## src/rtl/cls_pkg.sv

```systemverilog
package cls_pkg;
  localparam int MV_W = 14;
  typedef logic [MV_W-1:0] mv_t;
endpackage

```

## src/rtl/cls_hyst.sv

```systemverilog
module cls_hyst
  import cls_pkg::*;
#(
  parameter int ON_MV  = 4500,
  parameter int OFF_MV = 4250
) (
  input  logic clk_i,
  input  logic rst_ni,
  input  mv_t  level_i,
  output logic ok_d_o,
  output logic ok_q_o
);
  always_comb begin
    if (ok_q_o) ok_d_o = (level_i >= mv_t'(OFF_MV));
    else        ok_d_o = (level_i >= mv_t'(ON_MV));
  end

  always_ff @(posedge clk_i or negedge rst_ni) begin
    if (!rst_ni) ok_q_o <= 1'b0;
    else         ok_q_o <= ok_d_o;
  end
endmodule

```

## src/rtl/cls_limit.sv

```systemverilog
module cls_limit
  import cls_pkg::*;
#(
  parameter int OFFSET_MV = 25,
  parameter int MIN_MV    = 250,
  parameter int MAX_MV    = 1000,
  parameter int DEF_MV    = 500
) (
  input  mv_t  sense_i,
  input  mv_t  limit_i,
  input  logic open_i,
  output logic trip_o
);
  localparam int W = MV_W + 1;

  logic [W-1:0] lim_eff, lim_ext, lhs;

  assign lim_ext = {1'b0, limit_i};

  always_comb begin
    if (open_i)                   lim_eff = W'(DEF_MV);
    else if (limit_i == '0)       lim_eff = '0;  // zero-current command passes unclamped
    else if (lim_ext < W'(MIN_MV)) lim_eff = W'(MIN_MV);
    else if (lim_ext > W'(MAX_MV)) lim_eff = W'(MAX_MV);
    else                          lim_eff = lim_ext;
  end

  assign lhs    = {1'b0, sense_i} + W'(OFFSET_MV);
  assign trip_o = lhs > lim_eff;
endmodule

```

## src/rtl/cls_edge.sv

```systemverilog
module cls_edge #(
  parameter int N_CH = 2
) (
  input  logic            clk_i,
  input  logic            rst_ni,
  input  logic [N_CH-1:0] pwm_i,
  output logic [N_CH-1:0] rise_o
);
  logic [N_CH-1:0] prev_q;

  for (genvar c = 0; c < N_CH; c++) begin : g_ch
    always_ff @(posedge clk_i or negedge rst_ni) begin
      if (!rst_ni) prev_q[c] <= 1'b0;
      else         prev_q[c] <= pwm_i[c];
    end
    assign rise_o[c] = pwm_i[c] & ~prev_q[c];
  end
endmodule

```

## src/rtl/cl_supervisor.sv

```systemverilog
module cl_supervisor
  import cls_pkg::*;
#(
  parameter int N_CH        = 2,
  parameter int OFFSET_MV   = 25,
  parameter int LIM_MIN_MV  = 250,
  parameter int LIM_MAX_MV  = 1000,
  parameter int LIM_DEF_MV  = 500,
  parameter int VDD_ON_MV   = 4500,
  parameter int VDD_OFF_MV  = 4250,
  parameter int RAIL_ON_MV  = 3000,
  parameter int RAIL_OFF_MV = 2800
) (
  input  logic            clk_i,
  input  logic            rst_ni,
  input  logic [N_CH-1:0] pwm_i,
  input  logic [MV_W-1:0] sense_mv_i,
  input  logic [MV_W-1:0] limit_mv_i,
  input  logic            limit_open_i,
  input  logic [MV_W-1:0] vdd_mv_i,
  input  logic [MV_W-1:0] rail_mv_i,
  output logic [N_CH-1:0] gate_o,
  output logic            flag_o
);
  logic            vdd_ok_d, vdd_ok_q, rail_ok_d, rail_ok_q, sup_ok;
  logic            trip, any_rise, fault_q, fault_d;
  logic [N_CH-1:0] rise;

  cls_hyst #(.ON_MV(VDD_ON_MV), .OFF_MV(VDD_OFF_MV)) i_vdd_det (
    .clk_i, .rst_ni, .level_i(vdd_mv_i), .ok_d_o(vdd_ok_d), .ok_q_o(vdd_ok_q)
  );

  cls_hyst #(.ON_MV(RAIL_ON_MV), .OFF_MV(RAIL_OFF_MV)) i_rail_det (
    .clk_i, .rst_ni, .level_i(rail_mv_i), .ok_d_o(rail_ok_d), .ok_q_o(rail_ok_q)
  );

  cls_limit #(
    .OFFSET_MV(OFFSET_MV), .MIN_MV(LIM_MIN_MV), .MAX_MV(LIM_MAX_MV), .DEF_MV(LIM_DEF_MV)
  ) i_limit (
    .sense_i(sense_mv_i), .limit_i(limit_mv_i), .open_i(limit_open_i), .trip_o(trip)
  );

  cls_edge #(.N_CH(N_CH)) i_edge (
    .clk_i, .rst_ni, .pwm_i, .rise_o(rise)
  );

  assign sup_ok   = vdd_ok_d & rail_ok_d;
  assign any_rise = |rise;
  // trip outranks a same-cycle rising edge
  assign fault_d  = trip | (fault_q & ~any_rise);

  always_ff @(posedge clk_i or negedge rst_ni) begin
    if (!rst_ni) begin
      fault_q <= 1'b0;
      gate_o  <= '0;
      flag_o  <= 1'b1;
    end else begin
      fault_q <= fault_d;
      gate_o  <= (sup_ok && !fault_d) ? pwm_i : '0;
      flag_o  <= ~sup_ok | fault_d;
    end
  end

  logic unused_q;
  assign unused_q = vdd_ok_q ^ rail_ok_q;
endmodule

```

## config.mk

```make
export PLATFORM = sky130hd
export DESIGN_NAME = cl_supervisor
export DESIGN_NICKNAME = d
export VERILOG_FILES = /design/src/rtl/cls_pkg.sv /design/src/rtl/cls_hyst.sv /design/src/rtl/cls_limit.sv /design/src/rtl/cls_edge.sv /design/src/rtl/cl_supervisor.sv
export SDC_FILE = /design/constraint.sdc
export NUM_CORES = 1
export LEC_CHECK = 0
export BUFFER_PORTS_ARGS = -buffer_cell sky130_fd_sc_hd__buf_4
export CAP_MARGIN = 20
export CORE_ASPECT_RATIO = 2
export CORE_UTILIZATION = 45
export DETAILED_ROUTE_END_ITERATION = 7
export PLACE_DENSITY_LB_ADDON = 0.05
export SYNTH_ARGS = -nofsm -noshare
export SYNTH_HDL_FRONTEND = slang
export SYNTH_HIERARCHICAL = 1
export SYNTH_SLANG_ARGS = --single-unit
export TNS_END_PERCENT = 20
```

## constraint.sdc

```tcl
create_clock -name clk_i -period 2.1 [get_ports clk_i]
set_clock_uncertainty 0.1 [all_clocks]
set_input_delay 0.105 -clock clk_i [delete_from_list [all_inputs] [get_ports clk_i]]
set_output_delay 0.105 -clock clk_i [all_outputs]
set_load 0.03 [all_outputs]
```

==> results.md <==
Outcome:
- The flow ran to the end, but the final reports show violations.
- The checks that failed: negative setup slack.

STA:
- After layout, the minimum clock period comes to 2754 ps.
- Derived from the worst setup path, the maximum achievable clock frequency is 363.1 MHz.
- For the pin with the worst max-slew slack, the measured transition is 464.9 ps.
- Setup repair after global routing could not meet its margin everywhere.
- The worst-case hold slack is 30.86 ps.
- The final hold violation count is 0.
- The least setup slack across all paths after layout is -654.2 ps.
- The final-report setup violation count is 4.
- After layout, the worst path uses 131.2% of the clock period.
- The count of pins over their slew limit came to 0.
- The final sum of negative setup slack is -2409 ps.
- The worst-case headroom to the max-slew limit is 68.20%.

Critical path:
- The critical path goes through buf_4, or4_4, nor2_4, nand4_4, a22o_1, a21oi_2, ha_1, a21oi_1, o21ai_0, nor3b_1, o31ai_1, o21ai_1, or3_1.
- Of all nets on the critical path, the largest fanout is 4.
- The critical path in this run is classified as primary input to register.
- Data arrives at the worst endpoint at 2790 ps.
- The category of the worst setup path capture point is a register.
- The critical-path cell with the highest stage delay is sky130_fd_sc_hd__or4_4.
- STA puts the critical path data required time at 2140 ps.
- The element type at the critical path start is a primary input.
- The biggest cell delay along the critical path is 560 ps.

Floorplan:
- Once the floorplan was initialized, standard cells occupied 48.68% of the core.
- The number of rows created at floorplan is 25.
- After floorplanning, the core was sized to cover 0.002409 mm^2.
- The die covers 0.002826 mm^2.
- The die is 74.19 um tall.
- The number of I/O pins is 64.
- The width of the chip is 38.09 um.

Worst hold path:
- The min-delay analysis places its worst path in the category primary input to register.

Clocking:
- TritonCTS built the clock tree.
- The worst-case clock buffer depth is 2.
- Once the clock tree was built, the setup fixing pass inserted 0 buffers.
- CTS built an H-tree with a depth of 1.
- The cell at the root of the clock tree is sky130_fd_sc_hd__clkbuf_8.
- The clock buffer count from CTS is 3.
- The clock sink count is 8.
- Clock-pin slew was measured on the worst setup and hold paths at 40 ps.
- The insertion delay of the later-clocked pin in the worst-skew pair is 230 ps.

Power:
- VDD sags by at most 276.7 uV.
- The total power per unit cell area is 365.6 mW/mm^2.
- The cell-internal power is 503.8 uW.
- The logic gate share of total power is 49.1%.
- The switching power total is 231.7 uW.
- The leakage component of the power is 0.9762 nW.
- The power share of the sequential group is 24.7%.
- The total power after layout is 735.5 uW.
- Net switching is 31.50% of the power.
- The clock network power share is 26.2%.

Finish:
- Leaving out fill and tap cells, the most frequent cells in the layout are 95 x sky130_fd_sc_hd__buf_4, 15 x sky130_fd_sc_hd__ha_1, 12 x sky130_fd_sc_hd__nand3_1.
- The fraction of final layout cells with drive strength greater than 1 is 44.49%.
- Leaving out fill and tap cells, the most frequent cell in the layout is sky130_fd_sc_hd__buf_4.
- Once layout is complete, the utilization of the core stands at 83.53%.
- The diode insertion count for antenna repair is 0.
- From synthesis to final layout, the design area changed by 71.61%.
- In the final design database the tool counted 322 nets.

GRT:
- Entering global routing, the biggest net connects 9 pins.
- Global routing finished with a remaining overflow of 0.
- The number of antenna violations at the first check in global routing was 0.
- The number of global-route vias before repair was 1558.
- The first-pass GRT wire length is 5968 um.
- In the global route stage, overall resource usage came out at 29.18%.

Synth:
- Counting flops with a built-in enable in the synthesized netlist gives 0.
- After synthesis, the netlist uses 51 different library cells.
- The area of the mapped netlist is 0.001172 mm^2.
- The share of async-settable or async-resettable flops after synthesis is 100.0%.
- Dividing the synthesized area by the synthesized cell count gives 8.315 um^2.
- The Yosys step of the flow raised 6 warnings.
- The share of the synthesized area in the top cell type is 16.01%.
- The part of the Yosys area used for sequential elements is 17.18%.
- Yosys attributes the largest share of cell area to sky130_fd_sc_hd__ha_1 16%, sky130_fd_sc_hd__dfrtp_1 15%, sky130_fd_sc_hd__xnor2_1 5.2%, sky130_fd_sc_hd__nand3_1 5.1%, sky130_fd_sc_hd__xor2_1 3.7%.
- The synthesized instance count is 141.
- The most area-hungry cell type in the Yosys netlist is sky130_fd_sc_hd__ha_1.
- Counting flops and latches in the post-synthesis netlist gives 8.
- For this run, the leading register cell type out of synthesis is sky130_fd_sc_hd__dfrtp_1.

Placed design:
- Prior to clock tree synthesis, the placed netlist has a worst setup slack of -886.4 ps.
- In this run the tool buffered the top-level ports with 60 buffer cells.
- The estimated wirelength of the detail-placed design is 3514 um.
- At the end of routability-driven placement, the weighted congestion stood at 0.8841.

Run:
- The count of max-cap constraint violations is 0.

Route:
- The detailed router finished its first iteration with 18 violations.
- The count of antenna-violating nets left after detailed routing is 0.
- Summed over all nets, wire length on met3 after detailed routing comes to 105 um.
- The wire length after detailed routing is 4013 um.
- In this run the top signal layer used is met4.
- The routed wirelength normalized by instance count is 14.75 um.
- Detailed routing placed a total of 2511 um of wire on met2.
- The routed metal-1 wire length is 1217 um.
- The number of vias per cell after detailed routing is 5.658.
- For this block, the via count after detailed routing is 1539.
- After detailed routing, the number of remaining DRC violations is 0.
- The number of iterations in the first detailed-routing pass is 4.
[cell usage after synthesis, types with 3 or more instances]
cell type,n
sky130_fd_sc_hd__a211oi_1,3
sky130_fd_sc_hd__a21oi_1,8
sky130_fd_sc_hd__and3_1,3
sky130_fd_sc_hd__dfrtp_1,7
sky130_fd_sc_hd__ha_1,15
sky130_fd_sc_hd__nand2_1,11
sky130_fd_sc_hd__nand3_1,12
sky130_fd_sc_hd__nor2_1,9
sky130_fd_sc_hd__nor3_1,4
sky130_fd_sc_hd__nor4_1,4
sky130_fd_sc_hd__o21ai_0,3
sky130_fd_sc_hd__o21ai_1,4
sky130_fd_sc_hd__o22ai_1,3
sky130_fd_sc_hd__xnor2_1,7
sky130_fd_sc_hd__xor2_1,5
[registers in the layout, summed over array words and instances, names as in the netlist]
signal	flops
i_rail_det/ok_q_o	1
i_vdd_det/ok_q_o	1
fault_q	1
flag_o	1
i_edge/prev_q	2
gate_o	2
[worst max-delay path, delay by kind of cell]
| kind | cells | cell delay (ps) |
|---|---|---|
| AOI/OAI and AO/OA | 6 | 940 |
| adders and majority gates | 1 | 250 |
| and+or+nand+nor | 5 | 1390 |
| buffers and inverters | 1 | 110 |
[per-layer routing]
metal	track usage (%)	vias up
li1	-	754
met3	1.493	17
met4	15.48	0
met1	21.42	716
met2	63.65	52
met5	0	-
[cells by family (layout without fill, tap and decap cells)]
family	after synthesis	after routing	share of synthesized area [%]
other	1	4	0.3199
multiplexers	1	1	0.8538
buffers and inverters	2	103	0.6397
adder cells (fa/ha/maj)	15	15	16.01
XOR/XNOR	12	12	8.965
flip-flops	8	8	17.18
AO/OA/AOI/OAI	37	37	21.45
AND/OR/NAND/NOR	65	65	34.58
[metrics by stage]
stage	std cells	cell area (um^2)
2_1_floorplan	144	1184
3_3_place_gp	265	1927
3_5_place_dp	265	1927
4_1_cts	272	2012
5_1_grt	272	2012
6_report	272	2012
[power groups by stage]
stage                     combinational (mW)  sequential (mW)  clock [mW]
after floorplan                        0.135            0.201           0
after global placement                 0.331            0.183           0
after detailed placement               0.350            0.184           0
after CTS                              0.360            0.182       0.194
after global routing                   0.389            0.182       0.206
final                                  0.361            0.182       0.193
[layout make-up]
class	instances	area, um^2
repair buffers	98	743.2
fillers	163	396.6
clock buffers	4	45.04
flip-flops and latches	8	201.4
well taps	27	33.78
inverters	1	3.754
multi-input cells	134	984.7
[worst paths after layout]
| path | start | end | slack (ps) | cells after the start |
|---|---|---|---|---|
| hold / removal | rail_mv_i[12] | i_rail_det/ok_q_o | 30 | 3 |
| max in group asynchronous | rst_ni | flag_o | 1550 | 2 |
| hold reg to reg | i_vdd_det/ok_q_o | i_vdd_det/ok_q_o | 400 | 1 |
| setup / recovery | limit_mv_i[13] | flag_o | -650 | 13 |
| min in group asynchronous | rst_ni | i_edge/prev_q[1] | 140 | 2 |
| setup reg to reg | i_rail_det/ok_q_o | flag_o | 350 | 5 |
[timing repair]
action | CTS | global route
hold endpoints to repair | 10 | 0
gates resized for setup | 2 | 0
endpoints found under the setup margin | 4 | 4
hold buffers | 3 | 0
Note: power is estimated with default switching activity, not from simulation.
